## config.mk

```make
export PLATFORM = sky130hd
export DESIGN_NAME = intv_timer
export DESIGN_NICKNAME = d
export VERILOG_FILES = /design/src/rtl/tmr_pkg.sv /design/src/rtl/tmr_regif.sv /design/src/rtl/tmr_counter.sv /design/src/rtl/tmr_irq.sv /design/src/rtl/intv_timer.sv
export SDC_FILE = /design/constraint.sdc
export NUM_CORES = 1
export LEC_CHECK = 0
export BUFFER_PORTS_ARGS = -buffer_cell sky130_fd_sc_hd__buf_2
export CAP_MARGIN = 40
export CORE_MARGIN = 5
export CORE_UTILIZATION = 45
export CTS_CLUSTER_DIAMETER = 60
export DETAILED_ROUTE_END_ITERATION = 6
export PLACE_DENSITY = 0.71
export SLEW_MARGIN = 20
export SYNTH_ARGS = -nofsm -noshare
export SYNTH_HDL_FRONTEND = slang
export SYNTH_SLANG_ARGS = --single-unit
```

## constraint.sdc

```tcl
create_clock -name clk -period 3.2 [get_ports clk]
set_input_delay 0.48 -clock clk [delete_from_list [all_inputs] [get_ports clk]]
set_output_delay 0.48 -clock clk [all_outputs]
set_load 0.005 [all_outputs]
```

## src/rtl/tmr_pkg.sv

```systemverilog
package tmr_pkg;

    localparam int unsigned DATA_W  = 32;
    localparam int unsigned CNT_W   = 29;
    localparam int unsigned RUN_BIT = 31;
    localparam int unsigned REP_BIT = 30;
    localparam int unsigned ACK_BIT = 30;
    localparam int unsigned OFF_CTL = 0;
    localparam int unsigned OFF_STS = 4;

    typedef struct packed {
        logic             run;
        logic             rep;
        logic [CNT_W-1:0] term;
    } ctl_word_t;

    typedef struct packed {
        logic      ld_ctl;
        logic      ack;
        ctl_word_t ctl;
    } bus_cmd_t;

    function automatic ctl_word_t unpack_ctl(input logic [DATA_W-1:0] w);
        ctl_word_t c;
        c.run  = w[RUN_BIT];
        c.rep  = w[REP_BIT];
        c.term = w[CNT_W-1:0];
        return c;
    endfunction

    function automatic logic [DATA_W-1:0] pack_ctl(input ctl_word_t c);
        logic [DATA_W-1:0] w;
        w            = '0;
        w[RUN_BIT]   = c.run;
        w[REP_BIT]   = c.rep;
        w[CNT_W-1:0] = c.term;
        return w;
    endfunction

    function automatic logic [DATA_W-1:0] pack_sts(input logic pend,
                                                   input logic [CNT_W-1:0] cnt);
        logic [DATA_W-1:0] w;
        w            = '0;
        w[ACK_BIT]   = pend;
        w[CNT_W-1:0] = cnt;
        return w;
    endfunction

endpackage

```

## src/rtl/tmr_regif.sv

```systemverilog
module tmr_regif
    import tmr_pkg::*;
#(
    parameter int unsigned ADDR_W = 3
) (
    input  logic              bus_wr,
    input  logic              bus_rd,
    input  logic [ADDR_W-1:0] bus_addr,
    input  logic [DATA_W-1:0] bus_wdata,
    input  ctl_word_t         cur_ctl,
    input  logic [CNT_W-1:0]  cur_cnt,
    input  logic              cur_pend,
    output bus_cmd_t          cmd,
    output logic [DATA_W-1:0] bus_rdata
);

    localparam logic [ADDR_W-1:0] A_CTL = ADDR_W'(OFF_CTL);
    localparam logic [ADDR_W-1:0] A_STS = ADDR_W'(OFF_STS);

    always_comb begin
        cmd.ld_ctl = bus_wr && (bus_addr == A_CTL);
        cmd.ack    = bus_wr && (bus_addr == A_STS) && bus_wdata[ACK_BIT];
        cmd.ctl    = unpack_ctl(bus_wdata);
    end

    always_comb begin
        bus_rdata = '0;
        if (bus_rd) begin
            if (bus_addr == A_CTL)
                bus_rdata = pack_ctl(cur_ctl);
            else if (bus_addr == A_STS)
                bus_rdata = pack_sts(cur_pend, cur_cnt);
        end
    end

endmodule

```

## src/rtl/tmr_counter.sv

```systemverilog
module tmr_counter
    import tmr_pkg::*;
(
    input  logic             clk,
    input  logic             rst,
    input  logic             tick,
    input  bus_cmd_t         cmd,
    output ctl_word_t        ctl_q,
    output logic [CNT_W-1:0] cnt_q,
    output logic             expire
);

    logic at_zero;

    assign at_zero = (cnt_q == '0);
    // A control write in the same cycle takes precedence over the strobe.
    assign expire  = tick && ctl_q.run && at_zero && !cmd.ld_ctl;

    always_ff @(posedge clk) begin
        if (rst) begin
            ctl_q <= '0;
            cnt_q <= '0;
        end else if (cmd.ld_ctl) begin
            ctl_q <= cmd.ctl;
            cnt_q <= cmd.ctl.term;
        end else if (tick && ctl_q.run) begin
            if (at_zero) begin
                if (ctl_q.rep)
                    cnt_q <= ctl_q.term;
                else
                    ctl_q.run <= 1'b0;
            end else begin
                cnt_q <= cnt_q - 1'b1;
            end
        end
    end

endmodule

```

## src/rtl/tmr_irq.sv

```systemverilog
module tmr_irq (
    input  logic clk,
    input  logic rst,
    input  logic expire,
    input  logic ack,
    output logic pend_q
);

    always_ff @(posedge clk) begin
        if (rst)
            pend_q <= 1'b0;
        else if (expire)
            pend_q <= 1'b1;
        else if (ack)
            pend_q <= 1'b0;
    end

endmodule

```

## src/rtl/intv_timer.sv

```systemverilog
module intv_timer
    import tmr_pkg::*;
#(
    parameter int unsigned ADDR_W = 3
) (
    input  logic              clk,
    input  logic              rst,
    input  logic              tick,
    input  logic              bus_wr,
    input  logic              bus_rd,
    input  logic [ADDR_W-1:0] bus_addr,
    input  logic [31:0]       bus_wdata,
    output logic [31:0]       bus_rdata,
    output logic              irq
);

    bus_cmd_t         cmd;
    ctl_word_t        ctl_q;
    logic [CNT_W-1:0] cnt_q;
    logic             expire;
    logic             pend_q;

    logic             run_en;
    logic             run_rep;
    logic [CNT_W-1:0] run_term;

    assign run_en   = ctl_q.run;
    assign run_rep  = ctl_q.rep;
    assign run_term = ctl_q.term;

    tmr_regif #(.ADDR_W(ADDR_W)) u_regif (
        .bus_wr    (bus_wr),
        .bus_rd    (bus_rd),
        .bus_addr  (bus_addr),
        .bus_wdata (bus_wdata),
        .cur_ctl   (ctl_q),
        .cur_cnt   (cnt_q),
        .cur_pend  (pend_q),
        .cmd       (cmd),
        .bus_rdata (bus_rdata)
    );

    tmr_counter u_counter (
        .clk    (clk),
        .rst    (rst),
        .tick   (tick),
        .cmd    (cmd),
        .ctl_q  (ctl_q),
        .cnt_q  (cnt_q),
        .expire (expire)
    );

    tmr_irq u_irq (
        .clk    (clk),
        .rst    (rst),
        .expire (expire),
        .ack    (cmd.ack),
        .pend_q (pend_q)
    );

    assign irq = pend_q;

endmodule

```

==> results.md, run 1 <==
- The antenna diode count is 0.
- STA classifies the critical path startpoint as a register.
- The first global-routing pass estimated 18300 um of wire.
- Headroom to the max-slew limit came out at 0.476.
- The number of pins exceeding their max-slew limit in the final report was 0.
- The run finished with clean final reports.
- The final weighted congestion in routability-driven placement is around 0.9.
- The most repeated library cell on the critical path is sky130_fd_sc_hd__or3_1.
- The latest clock arrival within the worst-skew pair is 0.34 ns.
- Fill cells in the final layout number 825.
- The via count of the first global-routing pass is 3763.
- The count of distinct cell types in the synthesized netlist is 57.
- The die width is 101 um.
- The initial standard-cell utilization of the core is 0.457.
- Hold is met by 0.356 ns.
- The mean post-synth cell area is roughly 7.5 um2.
- The root buffer selected by CTS is sky130_fd_sc_hd__clkbuf_8.
- The class of the most critical setup path is register to register.
- The net count of the finished layout is 587.
- In this run, post-CTS hold repair placed 0 buffers.
- Yosys instantiated no cell more often than sky130_fd_sc_hd__nand2_1.
- For this block, the via count after detailed routing is 3966.
- The met3 wire length is 546 um.
- The setup TNS is 0 ns.
- The worst clock skew is roughly 0.0084 ns.
- The post-CTS setup-driven buffer insertion count is 0.
- The violation count after the first detailed-routing iteration is 288.
- The actual slew at the worst max-slew pin is between 0.7 and 0.8 ns.
- Across the run, the number of max-cap violations was 0.
- For the finished layout, the period the worst path requires is 2.67 ns.
- In this run the static leakage power is around 1.7 nW.
- The slack of the critical path is between 0.5 and 0.6 ns.
- The count of flip-flops with a built-in enable after synthesis is 0.
- The share of synthesized area in the top cell type comes to 0.330.
- After synthesis the netlist holds a flip-flop and latch count of 61.
- The top cell type by total area after synthesis is sky130_fd_sc_hd__dfxtp_1.
- The fraction of registers with async set or reset after synthesis is 0.
- Summing every instance area after synthesis gives around 3700 um2.
- In this run the standard cell core region covers 8090 um2.
- In the final layout, the share of cells above drive strength 1 is 0.191.
- The number of warnings reported in the yosys synthesis log is 0.
- In this design, the stage delay of the slowest critical-path cell is between 0.4 and 0.5 ns.
- The number of buffers and inverters on the critical path is 0.
- The total congestion overflow after global routing is 0.
- The placed wire-length estimate after detailed placement is 7630 um.
- The final-report setup violation count is 0.
- The initial antenna violation count is 0.
- When the netlist entered floorplanning its net count stood at around 540.
- For this design the top-level I/O count stands at between 70 and 80.
- For this run, design rule violations remaining after detail routing come to 0.
- The detailed-route vias per instance is between 6 and 7.
- The sequential element share of the synthesized area is 0.330.
- The detailed router used layers up to and including met4.
- Clock-pin slew was measured on the worst setup and hold paths at roughly 0.070 ns.
- Once detail routing completed, the nets flagged for antenna violations numbered 0.
- The maximum root-to-sink buffer count is 2.
- The total routing usage reported by global routing is 0.222.
- The final instance area is ~4300 um2.
- Setup repair after global routing left no endpoint under its margin.
- Counting the buffers created by CTS gives 9.
- In this run the number of H-tree levels came out at 3.
- Before CTS, the worst setup slack after placement is 0.567 ns.
- Data arrives at the worst endpoint at ~2.9 ns.
- Counting instances, the worst hold path has a depth of 2.
- The commonest cells after synthesis are sky130_fd_sc_hd__nand2_1, sky130_fd_sc_hd__dfxtp_1, sky130_fd_sc_hd__a21oi_1.
- The detailed-routing wirelength on met1 is between 5000 and 6000 um.
- The number of standard-cell rows in the floorplan is 33.
- For this design, the sink count on the clock tree is between 60 and 70.
- The kind of cell with the highest combined delay on the critical path is simple AND/OR/NAND/NOR gates.
- The largest net degree at the start of global routing is 54.
- The worst voltage drop across the vdd grid is 0.000215 V.
- The path class of the tightest hold or removal check is input pin to register.
- The largest fanout on the critical path is 9.
- Among all flip-flop cells after synthesis, the most frequent one is sky130_fd_sc_hd__dfxtp_1.
- The number of gates resized after CTS was 0.
- The critical path goes through nor4_4, nand2_2, or3_1, or3_1, or3_1, a32o_1.
- The critical path runs through a total of 6 cells.
- After detailed placement, the total cell area comes to about 4100 um2.
- The die covers 10100 um2.
- The number of hold violations in the final report is 0.
- For this design the ratio of total power to cell area is 524 nW/um2.
- The height of the die is 101 um.
- By area the synthesized netlist is led by sky130_fd_sc_hd__dfxtp_1, sky130_fd_sc_hd__nand2_1, sky130_fd_sc_hd__a22oi_1.
- The count of TritonRoute iterations in the first routing pass is 5.
- For this run, the top clock speed supported by timing is between 300 and 400 MHz.
- The layout-stage area growth over the synthesis result is 16.5%.
- The fraction of the cycle the final worst path needs is 0.836.
- The slowest stage of the critical path belongs to the cell sky130_fd_sc_hd__nor4_4.
- The post-detailed-routing wire length is 11200 um.
- The routed wirelength normalized by instance count is around 17 um.
- TritonCTS built the clock tree.
- The count of cells along the worst register-to-register path is 6.
- At the worst endpoint, the required time is 3.43 ns.
- The sum of met2 wire segment lengths after detailed routing is between 5000 and 6000 um.
- In this run the tool buffered the top-level ports with 70 buffer cells.
- The minimum setup slack among reg-to-reg paths is 0.53 ns.
- The worst setup path is captured at a register.
- The post-synthesis instance total is between 400 and 500.
-- cell type report --
cell class	count	area (um2)	area share
Clock buffer	12	145	0.0337
Clock inverter	2	35.0	0.00813
Inverter	2	7.51	0.00174
Multi-Input combinational cell	388	2300	0.534
Sequential cell	61	1220	0.283
Tap cell	105	131	0.0305
Timing Repair Buffer	84	468	0.109
-- report_power, final --
group | internal, mW | leakage, nW | switching, mW
clock | 0.372 | 0.0923 | 0.289
combinational | 0.298 | 1.07 | 0.474
sequential | 0.786 | 0.494 | 0.0412
-- cell usage in the layout, fill, tap and decap left out, types with 6 or more instances in the layout --
cell,n
sky130_fd_sc_hd__a311oi_1,8
sky130_fd_sc_hd__nor2_1,34
sky130_fd_sc_hd__or4_1,7
sky130_fd_sc_hd__nand3_1,9
sky130_fd_sc_hd__o211ai_1,10
sky130_fd_sc_hd__xor2_1,6
sky130_fd_sc_hd__clkbuf_8,10
sky130_fd_sc_hd__buf_2,70
sky130_fd_sc_hd__nor3_1,18
sky130_fd_sc_hd__o21ai_0,7
sky130_fd_sc_hd__or3_1,9
sky130_fd_sc_hd__nand2_1,86
sky130_fd_sc_hd__nor2b_1,30
sky130_fd_sc_hd__buf_4,13
sky130_fd_sc_hd__a32o_1,6
sky130_fd_sc_hd__dfxtp_1,61
sky130_fd_sc_hd__nor4_1,8
sky130_fd_sc_hd__nand2b_1,6
sky130_fd_sc_hd__a22oi_1,30
sky130_fd_sc_hd__a21oi_1,43
sky130_fd_sc_hd__xnor2_1,6
-- cell families after synthesis --
group,Yosys count,synth area share
and+or+nand+nor,230,0.311
AOI/OAI and AO/OA,142,0.269
DFF,61,0.330
buffers and inverters,45,0.0517
xor gates and xnor gates,12,0.0284
muxes,2,0.00541
adders and majority gates,1,0.00338
other,1,0.00101
-- state kept, by name, summed over array words and instances, names as in the netlist --
signal and cells:
u_irq.pend_q 1, u_counter.ctl_q 31, u_counter.cnt_q 29
-- stage by stage --
stage / total power, mW / util / std cells
after floorplan: 1.41 / - / 494
after global placement: 1.59 / 0.511 / 640
after detailed placement: 1.60 / 0.511 / 640
after CTS: 2.26 / 0.533 / 654
after global routing: 2.38 / 0.533 / 654
final: 2.26 / 0.533 / 654
-- layer usage --
metal  global-route usage  vias up
li1                     -     1915
met1                0.291     1908
met2                0.374      124
met3               0.0284       19
met4               0.0756        0
met5                    0        -
-- path summary, 6_finish.rpt --
path,from,to
worst max-delay path,u_counter.cnt_q[2],u_counter.cnt_q[24]
worst min-delay path,bus_wdata[31],u_counter.ctl_q[30]
worst max register to register,u_counter.cnt_q[2],u_counter.cnt_q[24]
worst min register to register,u_counter.ctl_q[23],u_counter.ctl_q[23]
Note: power is estimated with default switching activity, not from simulation.
==> run 2, diff against run 1 <==
Settings changed: PLACE_DENSITY 0.71 to 0.74.
Clock period 3.2 ns to 2.3 ns, I/O delays scaled along.
==> results.md, run 2 (synthesis gave the netlist of run 1 again) <==
- The number of buffers inserted for hold repair after clock tree synthesis is 0 (unchanged).
- The areal power density over the cells is 738 nW/um2 (+41%).
- The initial standard-cell utilization of the core is 0.457 (unchanged).
- The number of sinks driven by the clock tree is 61 (unchanged).
- The minimum setup slack among reg-to-reg paths is 0.04 ns (-0.49 ns).
- The post-detailed-routing wire length was 12100 um (+8.2%).
- In this run the critical register-to-register path is captured at u_counter.cnt_q[24].
- The worst voltage drop across the vdd grid is 0.000330 V (+53%).
- Clock tree synthesis selected as its root buffer the cell sky130_fd_sc_hd__clkbuf_8.
- The number of maximum-capacitance violations is 0 (unchanged).
- The maximum root-to-sink buffer count was 2 (unchanged).
- The height of the die came to 101 um (unchanged).
- The area of the placeable core was 8090 um2 (unchanged).
- The number of gates given a new drive strength after cts came to 0 (unchanged).
- The ratio of cells with drive above 1 in the final layout is 0.250 (+0.0592).
- The number of hold violations in the final report is 0 (unchanged).
- The element type at the critical path start is a register.
- The maximum clock frequency is 442 MHz (+18%).
- The critical path in this run is classified as register to register.
- The number of standard-cell rows in the floorplan is 33 (unchanged).
- The final weighted congestion in routability-driven placement is 0.949 (+7.4%).
- The count of TritonRoute iterations in the first routing pass is 5 (unchanged).
- The largest net degree at the start of global routing is 40 (-26%).
- STA classifies the critical path endpoint as a register.
- The vias after detailed routing came to 4130 (+4.1%).
- The endpoint of the worst hold-timing path is u_counter.ctl_q[30].
- The number of H-tree branching levels is 3 (unchanged).
- The time the final worst path needs with I/O delays and setup is 2.26 ns (-0.413 ns).
- The commonest non-fill, non-tap cell in the layout is sky130_fd_sc_hd__nand2_1.
- The clock buffer count from CTS is 9 (unchanged).
- The count of nets left with antenna violations after detail routing is 0 (unchanged).
- The remaining routing DRC violations is 0 (unchanged).
- The placed wire-length estimate after detailed placement is 8620 um (+13%).
- The total routing usage reported by global routing came to 0.244 (+0.0220).
- The total power after layout is 3.39 mW (+50%).
- The path class of the tightest hold or removal check is input pin to register.
- The largest fanout on the critical path is 6 (-3).
- The static leakage is 1.84 nW (+11%).
- The depth of the worst hold-timing path is 2 (unchanged).
- The data arrival time of the critical path is 2.50 ns (-0.41 ns).
- The final-report setup violation count is 0 (unchanged).
- The detailed-route vias per instance is 6.00 (-1.0%).
- The number of standard cells in the final layout excluding fillers is 688 (+5.2%).
- The met3 wire length came to 817 um (+50%).
- Setup repair after global routing left no endpoint under its margin.
- The count of buffers from port buffering is 70 (unchanged).
- The flip-flop count of the largest register, all copies and words added is 31 (unchanged).
- The clock transition time at the flip-flop clock pins of the worst setup and hold paths came to 0.07 ns (about the same).
- The required time at the endpoint of the critical path is 2.54 ns (-0.89 ns).
- The violation count after the first detailed-routing iteration is 373 (+30%).
- The highest routed metal layer is met4.
- The startpoint identified for the worst hold timing path is bus_wdata[31].
- The max-slew headroom at the worst pin was 0.594 (+0.119).
- The antenna diode count is 0 (unchanged).
- The count of cells along the worst register-to-register path is 6 (unchanged).
- The post-CTS setup-driven buffer insertion count was 0 (unchanged).
- The global-route wire length before repair is 19900 um (+8.8%).
- The initial antenna violation count was 0 (unchanged).
- The fraction of the cycle the final worst path needs is 0.983 (+0.148).
- TritonCTS built the clock tree.
- The actual slew at the worst max-slew pin is 0.606 ns (-0.177 ns).
- The detailed-routing wirelength on met1 is 5310 um (+5.3%).
- The total congestion overflow after global routing is 0 (unchanged).
- The largest registers in the layout are u_counter.ctl_q (31), u_counter.cnt_q (29), u_irq.pend_q (1).
- The register name with the most flops is u_counter.ctl_q.
- The number of pins exceeding their max-slew limit in the final report was 0 (unchanged).
- Relative to the synthesized area, the layout overhead comes to 24.1%.
- The number of nets in the layout is 619 (+5.5%).
- The flow ran to the end, and the final reports show no timing, DRC or antenna violations.
- The sum of met2 wire segment lengths after detailed routing was 5790 um (+5.8%).
- The total I/O pin count was 73 (unchanged).
- The latest clock arrival within the worst-skew pair came to 0.34 ns (about the same).
- The startpoint identified for the worst register-to-register timing path is u_counter.cnt_q[11].
- The die width is 101 um (unchanged).
- The total instance count after detailed placement is 672 (+5.0%).
- The via count of the first global-routing pass is 4052 (+7.7%).
- The worst clock skew is 0.00331 ns (-0.00504 ns).
- The overall die area is 10100 um2 (unchanged).
- In the layout the commonest cells are sky130_fd_sc_hd__nand2_1, sky130_fd_sc_hd__buf_2, sky130_fd_sc_hd__dfxtp_1.
- The routed wirelength normalized by instance count is 17.6 um (+2.8%).
run 2: cell types whose count changed in the layout (fill, tap and decap cells not counted), sizes merged:
cell    previous run  this run
buf               84       116
clkbuf            12        11
clkinv             1         4
run 2: area by class of cell:
| class | count | area [um2] |
|---|---|---|
| inverter | 2 | 7.51 |
| clock buffer | 11 | 141 |
| sequential | 61 | 1230 |
| multi-input combinational | 388 | 2330 |
| clock inverter | 5 | 50.0 |
| timing repair buffer | 116 | 703 |
| fill | 785 | 3500 |
| tap | 105 | 131 |
run 2: layer usage:
layer / global-route usage / vias up
met4: 0.103 / 0
met2: 0.402 / 147
li1: - / 1981
met5: 0 / -
met3: 0.0360 / 21
met1: 0.318 / 1981
run 2: how the worst max path moves through the flow:
| stage | endpoint | start | slack [ns] |
|---|---|---|---|
| 2_1_floorplan | u_counter.cnt_q[24] | u_counter.cnt_q[5] | -0.05 |
| 3_5_place_dp | u_counter.cnt_q[24] | u_counter.cnt_q[10] | 0.06 |
| 3_3_place_gp | u_counter.cnt_q[24] | u_counter.cnt_q[0] | 0.10 |
| 6_report | u_counter.cnt_q[24] | u_counter.cnt_q[11] | 0.04 |
| 4_1_cts | u_counter.cnt_q[3] | u_counter.cnt_q[0] | 0.04 |
| 5_1_grt | u_counter.cnt_q[24] | u_counter.cnt_q[11] | 0.0008 |
run 2: power breakdown:
group          switching, mW  leakage [nW]  internal [mW]
Sequential            0.0462         0.495           1.09
Clock                  0.439         0.103          0.523
Combinational          0.711          1.24          0.576
run 2: critical path, stage by stage (launching register included):
cell                      delay (ns)
sky130_fd_sc_hd__dfxtp_1        0.35
sky130_fd_sc_hd__nor4_4         0.36
sky130_fd_sc_hd__nand2_2        0.14
sky130_fd_sc_hd__or3_1          0.37
sky130_fd_sc_hd__or3_4          0.39
sky130_fd_sc_hd__or3_1          0.33
sky130_fd_sc_hd__a32o_1         0.22
run 2: through the flow:
| step | hold WS, ns | setup WS (ns) | setup TNS, ns | instance area (um2) | utilization |
|---|---|---|---|---|---|
| floorplan | 0.446 | -0.0539 | -0.0539 | 3720 | - |
| global placement | 0.457 | 0.105 | 0 | 4370 | 0.540 |
| detailed placement | 0.465 | 0.0639 | 0 | 4370 | 0.540 |
| CTS | 0.207 | 0.0407 | 0 | 4560 | 0.564 |
| global route | 0.221 | 0.000803 | 0 | 4590 | 0.567 |
| finish | 0.216 | 0.0381 | 0 | 4590 | 0.567 |
==> run 3, diff against run 2 <==
Settings changed: PLACE_DENSITY 0.74 to 0.71, SETUP_SLACK_MARGIN from default to 0.4.
Clock period 2.3 ns to 2.15 ns, I/O delays scaled along.
==> results.md, run 3 (synthesis gave the netlist of run 1 again) <==
- The worst hold path belongs to the class input pin to register.
- The register area was 1230 um2 (+0.31%).
- The area of the multi-input gates is 2610 um2 (+12%).
- The ratio of cells with drive above 1 in the final layout was 0.382 (+0.132).
- The detailed-route vias per instance came to 6.09 (+1.5%).
- The global-route wire length before repair is 20900 um (+5.1%).
- The final weighted congestion in routability-driven placement is 0.977 (+3.0%).
- The number of buffer and inverter stages on the critical path was 3 (+3).
- The flip-flop count of the largest register, all copies and words added is 31 (unchanged).
- The most repeated library cell on the critical path is sky130_fd_sc_hd__buf_4.
- The time the final worst path needs with I/O delays and setup is 2.26 ns (+0.00164 ns).
- The fraction of the cycle the final worst path needs was 1.05 (+0.0694).
- The violation count after the first detailed-routing iteration is 373 (unchanged).
- The worst voltage drop across the vdd grid is 0.000405 V (+23%).
- Compared with the post-synthesis result, the final layout area differs by 44.2%.
- The latest clock arrival within the worst-skew pair is 0.34 ns (about the same).
- The height of the die is 101 um (unchanged).
- The final reports fail on negative setup slack.
- The maximum root-to-sink buffer count is 2 (unchanged).
- The required time at the endpoint of the critical path is 2.43 ns (-0.11 ns).
- The area of the placeable core was 8090 um2 (unchanged).
- The kind of capture point of the worst setup path is a register.
- The vias after detailed routing came to 4447 (+7.7%).
- The largest net degree at the start of global routing came to 34 (-15%).
- The placed wire-length estimate after detailed placement was 8670 um (+0.60%).
- The largest stage delay on the critical path is 0.50 ns (+0.11 ns).
- The flow ran to the end, but the final reports show violations.
- The count of buffers from port buffering is 70 (unchanged).
- The overall die area came to 10100 um2 (unchanged).
- The total I/O pin count is 73 (unchanged).
- The cell family contributing the most delay on the critical path is simple AND/OR/NAND/NOR gates.
- The clock buffer count from CTS was 9 (unchanged).
- Leaving out fill and tap cells, the most frequent cells in the layout are sky130_fd_sc_hd__nand2_1, sky130_fd_sc_hd__buf_2, sky130_fd_sc_hd__buf_4.
- The number of buffers inserted for hold repair after clock tree synthesis is 0 (unchanged).
- The post-detailed-routing wire length came to 13600 um (+12%).
- The slack of the critical path is -0.114 ns (-0.152 ns).
- The element type at the critical path start is a register.
- The antenna diode count is 0 (unchanged).
- The final-report setup violation count was 6 (+6).
- The number of hold violations in the final report came to 0 (unchanged).
- The register name with the most flops is u_counter.ctl_q.
- The static leakage is 2.17 nW (+18%).
- The routed wirelength normalized by instance count came to 18.6 um (+5.3%).
- The filler cell count is 703 (-10%).
- The count of nets left with antenna violations after detail routing is 0 (unchanged).
- The largest fanout on the critical path was 7 (+1).
- The largest registers in the layout are u_counter.ctl_q (31), u_counter.cnt_q (29), u_irq.pend_q (1).
- The post-route core utilization is 0.659 (+0.0920).
- The max-slew headroom at the worst pin came to 0.596 (+0.00117).
- The count of TritonRoute iterations in the first routing pass came to 5 (unchanged).
- The areal power density over the cells is 833 nW/um2 (+13%).
- The worst clock skew is 0.00831 ns (+0.00500 ns).
- The clock transition time at the flip-flop clock pins of the worst setup and hold paths is 0.07 ns (about the same).
- Among all stages on the critical path, the largest delay is contributed by sky130_fd_sc_hd__o41ai_1.
- The signal on the critical path passes through nor4_4, buf_4, nand2_2, or3_4, buf_4, buf_6, o41ai_1, a32o_1.
- The remaining routing DRC violations was 0 (unchanged).
- The number of standard cells in the final layout excluding fillers came to 730 (+6.1%).
- The total routing usage reported by global routing is 0.258 (+0.0142).
- Setup repair after global routing could not meet its margin everywhere.
- The die width is 101 um (unchanged).
- The total congestion overflow after global routing came to 0 (unchanged).
- The class of the most critical setup path is register to register.
- The number of pins exceeding their max-slew limit in the final report is 0 (unchanged).
- The actual slew at the worst max-slew pin is 0.605 ns (-0.000982 ns).
- The total instance count after detailed placement was 692 (+3.0%).
- The maximum clock frequency is 442 MHz (about the same).
- The data arrival time of the critical path was 2.54 ns (+0.04 ns).
- The number of nets in the layout is 661 (+6.8%).
- Leaving out fill and tap cells, the most frequent cell in the layout is sky130_fd_sc_hd__nand2_1.
- TritonCTS built the clock tree.
- The via count of the first global-routing pass was 4368 (+7.8%).
- The number of H-tree branching levels is 3 (unchanged).
- The number of sinks driven by the clock tree is 61 (unchanged).
- The initial antenna violation count came to 0 (unchanged).
- CTS placed an instance of sky130_fd_sc_hd__clkbuf_8 at the clock tree root.
- The total power after layout is 4.44 mW (+31%).
- The number of standard-cell rows in the floorplan came to 33 (unchanged).
- The initial standard-cell utilization of the core is 0.457 (unchanged).
- The number of maximum-capacitance violations is 0 (unchanged).
run 3: cell types whose count changed in the layout (fill, tap and decap cells not counted), sizes merged:
| cell | delta |
|---|---|
| bufinv | +1 |
| clkbuf | +2 |
| buf | +41 |
| clkinv | -2 |
run 3: worst reg2reg max path, stage by stage, from the launching register on:
cell,delay (ns)
sky130_fd_sc_hd__dfxtp_2,0.34
sky130_fd_sc_hd__nor4_4,0.31
sky130_fd_sc_hd__buf_4,0.17
sky130_fd_sc_hd__nand2_2,0.07
sky130_fd_sc_hd__or3_4,0.33
sky130_fd_sc_hd__buf_4,0.14
sky130_fd_sc_hd__buf_6,0.13
sky130_fd_sc_hd__o41ai_1,0.50
sky130_fd_sc_hd__a32o_1,0.21
run 3: through the flow:
stage	hold WS [ns]	worst slack [ns]	area, um2	TNS, ns
after floorplan	0.432	-0.203	3840	-0.313
after global placement	0.459	-0.0312	4600	-0.0312
after detailed placement	0.467	-0.0824	4600	-0.148
after CTS	0.185	-0.139	5120	-0.315
after global routing	0.201	-0.127	5340	-1.44
final	0.191	-0.114	5340	-0.281
run 3: what timing repair did:
action,in CTS,in global routing
gates cloned,0,2
setup endpoints to repair,55,59
setup buffers,11,9
pin swaps,31,22
resized for setup,50,28
run 3: final timing paths:
path	startpoint	endpoint	slack, ns	depth (start not counted)
setup / recovery	u_counter.cnt_q[5]	u_counter.cnt_q[24]	-0.11	8
hold / removal	bus_wdata[31]	u_counter.ctl_q[30]	0.19	2
setup reg to reg	u_counter.cnt_q[5]	u_counter.cnt_q[24]	-0.11	8
hold reg to reg	u_counter.ctl_q[18]	u_counter.ctl_q[18]	0.47	2
run 3: cell type report:
| type | instances | share of cell area |
|---|---|---|
| repair buffers | 158 | 0.212 |
| well taps | 105 | 0.0246 |
| flip-flops and latches | 61 | 0.231 |
| clock inverters | 4 | 0.0131 |
| clock buffers | 12 | 0.0291 |
| inverters | 2 | 0.00188 |
| multi-input cells | 388 | 0.489 |
run 3: metal layers:
| metal | vias up | track usage | part of all wire |
|---|---|---|---|
| met4 | 0 | 0.0891 | 0.026 |
| met5 | - | 0 | 0 |
| li1 | 2070 | - | - |
| met3 | 39 | 0.0540 | 0.080 |
| met1 | 2116 | 0.327 | 0.41 |
| met2 | 222 | 0.433 | 0.48 |
run 3: where the power goes:
part / leakage (nW) / internal [mW] / total (mW) / switching [mW]
registers: 0.497 / 1.17 / 1.21 / 0.0417
clock network: 0.116 / 0.713 / 1.19 / 0.473
logic: 1.56 / 1.00 / 2.04 / 1.04
total: 2.17 / 2.88 / 4.44 / 1.56
